<file path="src/rtl/cpu_inject_framer.sv">
module cpu_inject_framer #(
  parameter int LEN_W     = 14,
  parameter int CNT_W     = 32,
  parameter int GAP_W     = 4,
  parameter int HDR_WORDS = 9,
  parameter int MIN_BYTES = 60
) (
  input  logic                         clk,
  input  logic                         rst_n,
  input  logic                         start,
  input  logic [LEN_W-1:0]             len,
  input  logic                         q_ready,
  input  logic                         q_wmark,
  input  logic [7:0]                   pay_byte,
  input  logic                         pay_valid,
  output logic                         pay_ready,
  output logic [$clog2(HDR_WORDS)-1:0] hdr_idx,
  input  logic [31:0]                  hdr_word,
  output logic                         ctl_we,
  output logic                         ctl_sof,
  output logic                         ctl_eof,
  output logic [1:0]                   ctl_vld,
  output logic [GAP_W-1:0]             ctl_gap,
  output logic                         data_we,
  output logic [31:0]                  wr_data,
  output logic                         busy,
  output logic                         rejected,
  output logic [CNT_W-1:0]             tx_frames,
  output logic [CNT_W-1:0]             tx_bytes,
  output logic [CNT_W-1:0]             drop_cnt
);
  localparam int HIDX_W    = $clog2(HDR_WORDS);
  localparam int MIN_WORDS = (MIN_BYTES + 3) / 4;

  typedef enum logic [2:0] {S_IDLE, S_SOF, S_HDR, S_PAY, S_PAD, S_EOF, S_CRC} st_t;
  st_t st;

  logic [LEN_W-1:0] len_q, bcnt, wcnt;
  logic [31:0]      acc, pay_word;
  logic [1:0]       pos;
  logic             take, last, word_done, q_ok;

  assign q_ok      = q_ready && !q_wmark;
  assign busy      = st != S_IDLE;
  assign pay_ready = st == S_PAY;
  assign take      = pay_ready && pay_valid;
  assign pos       = bcnt[1:0];
  assign last      = bcnt + 1'b1 == len_q;
  assign word_done = take && (pos == 2'd3 || last);
  assign pay_word  = acc | ({24'd0, pay_byte} << {pos, 3'b000});

  assign ctl_we  = st == S_SOF || st == S_EOF;
  assign ctl_sof = st == S_SOF;
  assign ctl_eof = st == S_EOF;
  assign ctl_gap = GAP_W'(1);
  assign ctl_vld = (st == S_EOF && len_q >= LEN_W'(MIN_BYTES)) ? len_q[1:0] : 2'd0;

  assign data_we = st == S_HDR || st == S_PAD || st == S_CRC || word_done;
  always_comb begin
    case (st)
      S_HDR:   wr_data = hdr_word;
      S_PAY:   wr_data = pay_word;
      default: wr_data = '0;
    endcase
  end

  always_ff @(posedge clk) begin
    if (!rst_n) begin
      st        <= S_IDLE;
      len_q     <= '0;
      bcnt      <= '0;
      wcnt      <= '0;
      acc       <= '0;
      hdr_idx   <= '0;
      rejected  <= 1'b0;
      tx_frames <= '0;
      tx_bytes  <= '0;
      drop_cnt  <= '0;
    end else begin
      rejected <= 1'b0;
      case (st)
        S_IDLE: if (start) begin
          if (q_ok) begin
            st    <= S_SOF;
            len_q <= len;
            bcnt  <= '0;
            wcnt  <= '0;
            acc   <= '0;
          end else begin
            rejected <= 1'b1;
            drop_cnt <= drop_cnt + 1'b1;
          end
        end
        S_SOF: begin
          st      <= S_HDR;
          hdr_idx <= '0;
        end
        S_HDR: begin
          hdr_idx <= hdr_idx + 1'b1;
          if (hdr_idx == HIDX_W'(HDR_WORDS - 1)) st <= S_PAY;
        end
        S_PAY: if (take) begin
          bcnt <= bcnt + 1'b1;
          acc  <= word_done ? '0 : pay_word;
          if (word_done) wcnt <= wcnt + 1'b1;
          if (last) st <= (wcnt + 1'b1 >= LEN_W'(MIN_WORDS)) ? S_EOF : S_PAD;
        end
        S_PAD: begin
          wcnt <= wcnt + 1'b1;
          if (wcnt + 1'b1 >= LEN_W'(MIN_WORDS)) st <= S_EOF;
        end
        S_EOF: st <= S_CRC;
        S_CRC: begin
          st        <= S_IDLE;
          tx_frames <= tx_frames + 1'b1;
          tx_bytes  <= tx_bytes + CNT_W'(len_q);
        end
        default: st <= S_IDLE;
      endcase
    end
  end
endmodule

</file>
<file path="config.mk">
export PLATFORM = sky130hd
export DESIGN_NAME = cpu_inject_framer
export DESIGN_NICKNAME = d
export VERILOG_FILES = /design/src/rtl/cpu_inject_framer.sv
export SDC_FILE = /design/constraint.sdc
export NUM_CORES = 1
export LEC_CHECK = 0
export ABC_AREA = 0
export BUFFER_PORTS_ARGS = -buffer_cell sky130_fd_sc_hd__buf_4
export CORE_MARGIN = 2
export CORE_UTILIZATION = 40
export CTS_BUF_LIST = sky130_fd_sc_hd__clkbuf_8
export DETAILED_ROUTE_END_ITERATION = 16
export SETUP_SLACK_MARGIN = 0.15
export SYNTH_ARGS = -nofsm -noshare
export SYNTH_HDL_FRONTEND = slang
export SYNTH_SLANG_ARGS = --single-unit
</file>
<file path="constraint.sdc">
create_clock -name clk -period 8.7 [get_ports clk]
set_clock_uncertainty 0.05 [all_clocks]
set_input_delay 0.435 -clock clk [delete_from_list [all_inputs] [get_ports clk]]
set_output_delay 0.435 -clock clk [all_outputs]
set_load 0.01 [all_outputs]
</file>
==> results.json <==
{
  "grt_max_degree": 104,
  "synth_cell_type_count": 68,
  "maxCapViolCount": 0,
  "first_pass_iters": 7,
  "start_util_pct": 40.7,
  "syn_area_per_cell_um2": 7.98,
  "coreArea_um2": 22600,
  "clock_sinks": 178,
  "syn_area_um2": 9190,
  "utilization_pct": 49.5,
  "die_h_um": 156,
  "synth_edf_count": 0,
  "drive_above_1_share_pct": 19.0,
  "final_common_cell": "buf_4",
  "yosysTopAreaCell": "dfxtp_1",
  "setup_slack_ns": 4.69,
  "rsz0062_at_grt": "false",
  "slew_viol_final": 0,
  "setup_viol_count_final": 0,
  "synth_ff_type": "dfxtp_1",
  "slew_headroom_pct": 23.8,
  "hold_buffers": 0,
  "routed_via_density": 5.44,
  "areaGrowthSynthToFinish_pct": 21.6,
  "root_buffer": "clkbuf_8",
  "fp.dieW_um": 156,
  "htree_num_levels": 4,
  "wl_per_cell_um": 15.9,
  "grt_pass1_vias": 7947,
  "pre_cts_slack_ns": 4.76,
  "period_needed_ns": 4.01,
  "cp_max_fo": 38,
  "status": "complete, no violations",
  "yosysTopAreaCellShare_pct": 38.8,
  "portBuffers": 200,
  "path_clk_slew_ns": 0.09,
  "routed_wl_mm": 25.5,
  "cts_tree": "done",
  "clockBufferDepth": 2,
  "fmax_ghz": 0.249,
  "finalCritPeriodShare_pct": 46.1,
  "criticalPathCategory": "register to register",
  "crit_required_ns": 9.03,
  "ys_ff_latch": 178,
  "cts_setup_buffers": 0,
  "grt_first_pass_wirelength_mm": 40.9,
  "n_antenna_cell": 0,
  "dp_hpwl_mm": 18.4,
  "hold_path_class": "primary input to register",
  "cts-buffers-inserted": 17,
  "startpoint_type": "register",
  "pin_count": 205,
  "grt-ovfl-total": 0,
  "rows": 55,
  "ys_top_cells_by_area": "dfxtp_1 39%, nand2_1 7.1%, a21oi_1 5.4%",
  "seq_area_frac_synth_pct": 38.8,
  "finalHoldViolCount": 0,
  "clock_latency_ns": 0.47,
  "final_cell_area_um2": 11200,
  "critPathCaptureType": "register",
  "post_dp_cell_area_um2": 10800,
  "gp_routability_congestion": 0.897,
  "arrival_ns": 4.34,
  "antenna_found_initial": 0,
  "dieArea_um2": 24200,
  "cts_resized": 0,
  "p_leak_nw": 4.42,
  "async_flop_share_pct": 0,
  "grt_use_total_pct": 20.8,
  "nNetsFinal": 1395,
  "p_per_area_nw_per_um2": 145,
  "ys.warnings.count": 0,
  "tightest_slew_ns": 1.14,
  "via_count": 8761,
  "ir_drop_mv": 0.0600,
  "final_cell_mix": "203 x buf_4, 178 x dfxtp_1, 174 x nand2_1, 100 x a21oi_1, 99 x nor2_1",
  "drcViolationCount": 0,
  "drtIter0Drc": 531,
  "synthCells": 1151,
  "ant_nets": 0,
  "fin_tns_setup_ns": 0
}
-- worst paths after layout --
path | start | end | slack (ns) | cells after the start
max | st[1] | wcnt[10] | 4.69 | 7
min | len[12] | len_q[12] | 0.15 | 3
max reg2reg | st[1] | wcnt[10] | 4.69 | 7
min reg2reg | acc[22] | acc[22] | 0.42 | 1
-- metrics by stage --
step	hold slack, ns	instances	total power, W
5_1_grt	0.131	1611	0.00169
2_1_floorplan	0.383	1153	0.00101
3_5_place_dp	0.398	1579	0.00110
4_1_cts	0.128	1611	0.00164
6_report	0.151	1611	0.00162
3_3_place_gp	0.398	1579	0.00110
-- critical path, cell delays in order, from the launching register on --
cell	delay [ns]
dfxtp_1	0.64
nor2b_1	0.27
nand2_1	0.61
nor2_1	0.88
a21oi_1	0.19
o2bb2ai_2	0.63
nand3_1	0.33
o31ai_1	0.30
-- cells by family after synthesis --
kind of cell               after synthesis  synth area share, %
buffers and inverters                   85                 3.88
and+or+nand+nor                        491                 26.0
AOI/OAI and AO/OA                      280                 19.3
xor gates and xnor gates                86                 8.20
adders and majority gates               22                 3.08
DFF                                    178                 38.8
other                                    2               0.0817
muxes                                    7                0.776
-- synth_stat cells (20+ instances only) --
| cell type | n |
|---|---|
| ha_1 | 21 |
| o21ai_0 | 71 |
| xnor2_1 | 37 |
| nand4_1 | 25 |
| nand3_1 | 41 |
| a21oi_1 | 100 |
| and2_1 | 20 |
| xor2_1 | 49 |
| inv_1 | 23 |
| and3_1 | 24 |
| o2bb2ai_1 | 24 |
| nor2_1 | 100 |
| dfxtp_1 | 178 |
| clkbuf_1 | 44 |
| or3_1 | 24 |
| nand2_1 | 174 |
-- flip-flops by register name (all words and copies together) (netlist names) --
| name | count |
|---|---|
| acc | 32 |
| bcnt | 14 |
| drop_cnt | 32 |
| hdr_idx | 4 |
| len_q | 14 |
| rejected | 1 |
| st | 3 |
| tx_bytes | 32 |
| tx_frames | 32 |
| wcnt | 14 |
-- report_power, final --
part / leakage, nW / total, W / internal (W) / switching, W
clock network: 0.179 / 0.000535 / 0.000220 / 0.000315
logic: 2.80 / 0.000242 / 0.0000926 / 0.000150
registers: 1.43 / 0.000843 / 0.000823 / 0.0000196
-- layer usage --
metal,global-route usage [%],vias to the layer above,share of wire [%]
li1,-,4402,-
met1,28.4,4072,48
met2,33.1,261,45
met3,4.67,26,6.3
met4,5.59,0,1.3
met5,0,-,0
-- cell type report --
| cell class | count | area, um^2 |
|---|---|---|
| tap | 285 | 357 |
| timing repair buffer | 203 | 1520 |
| clock buffer | 20 | 275 |
| inverter | 23 | 87.6 |
| clock inverter | 12 | 83.8 |
| fill | 2237 | 11400 |
| multi-input combinational | 890 | 5280 |
| sequential | 178 | 3560 |
Note: power is estimated with default switching activity, not from simulation.
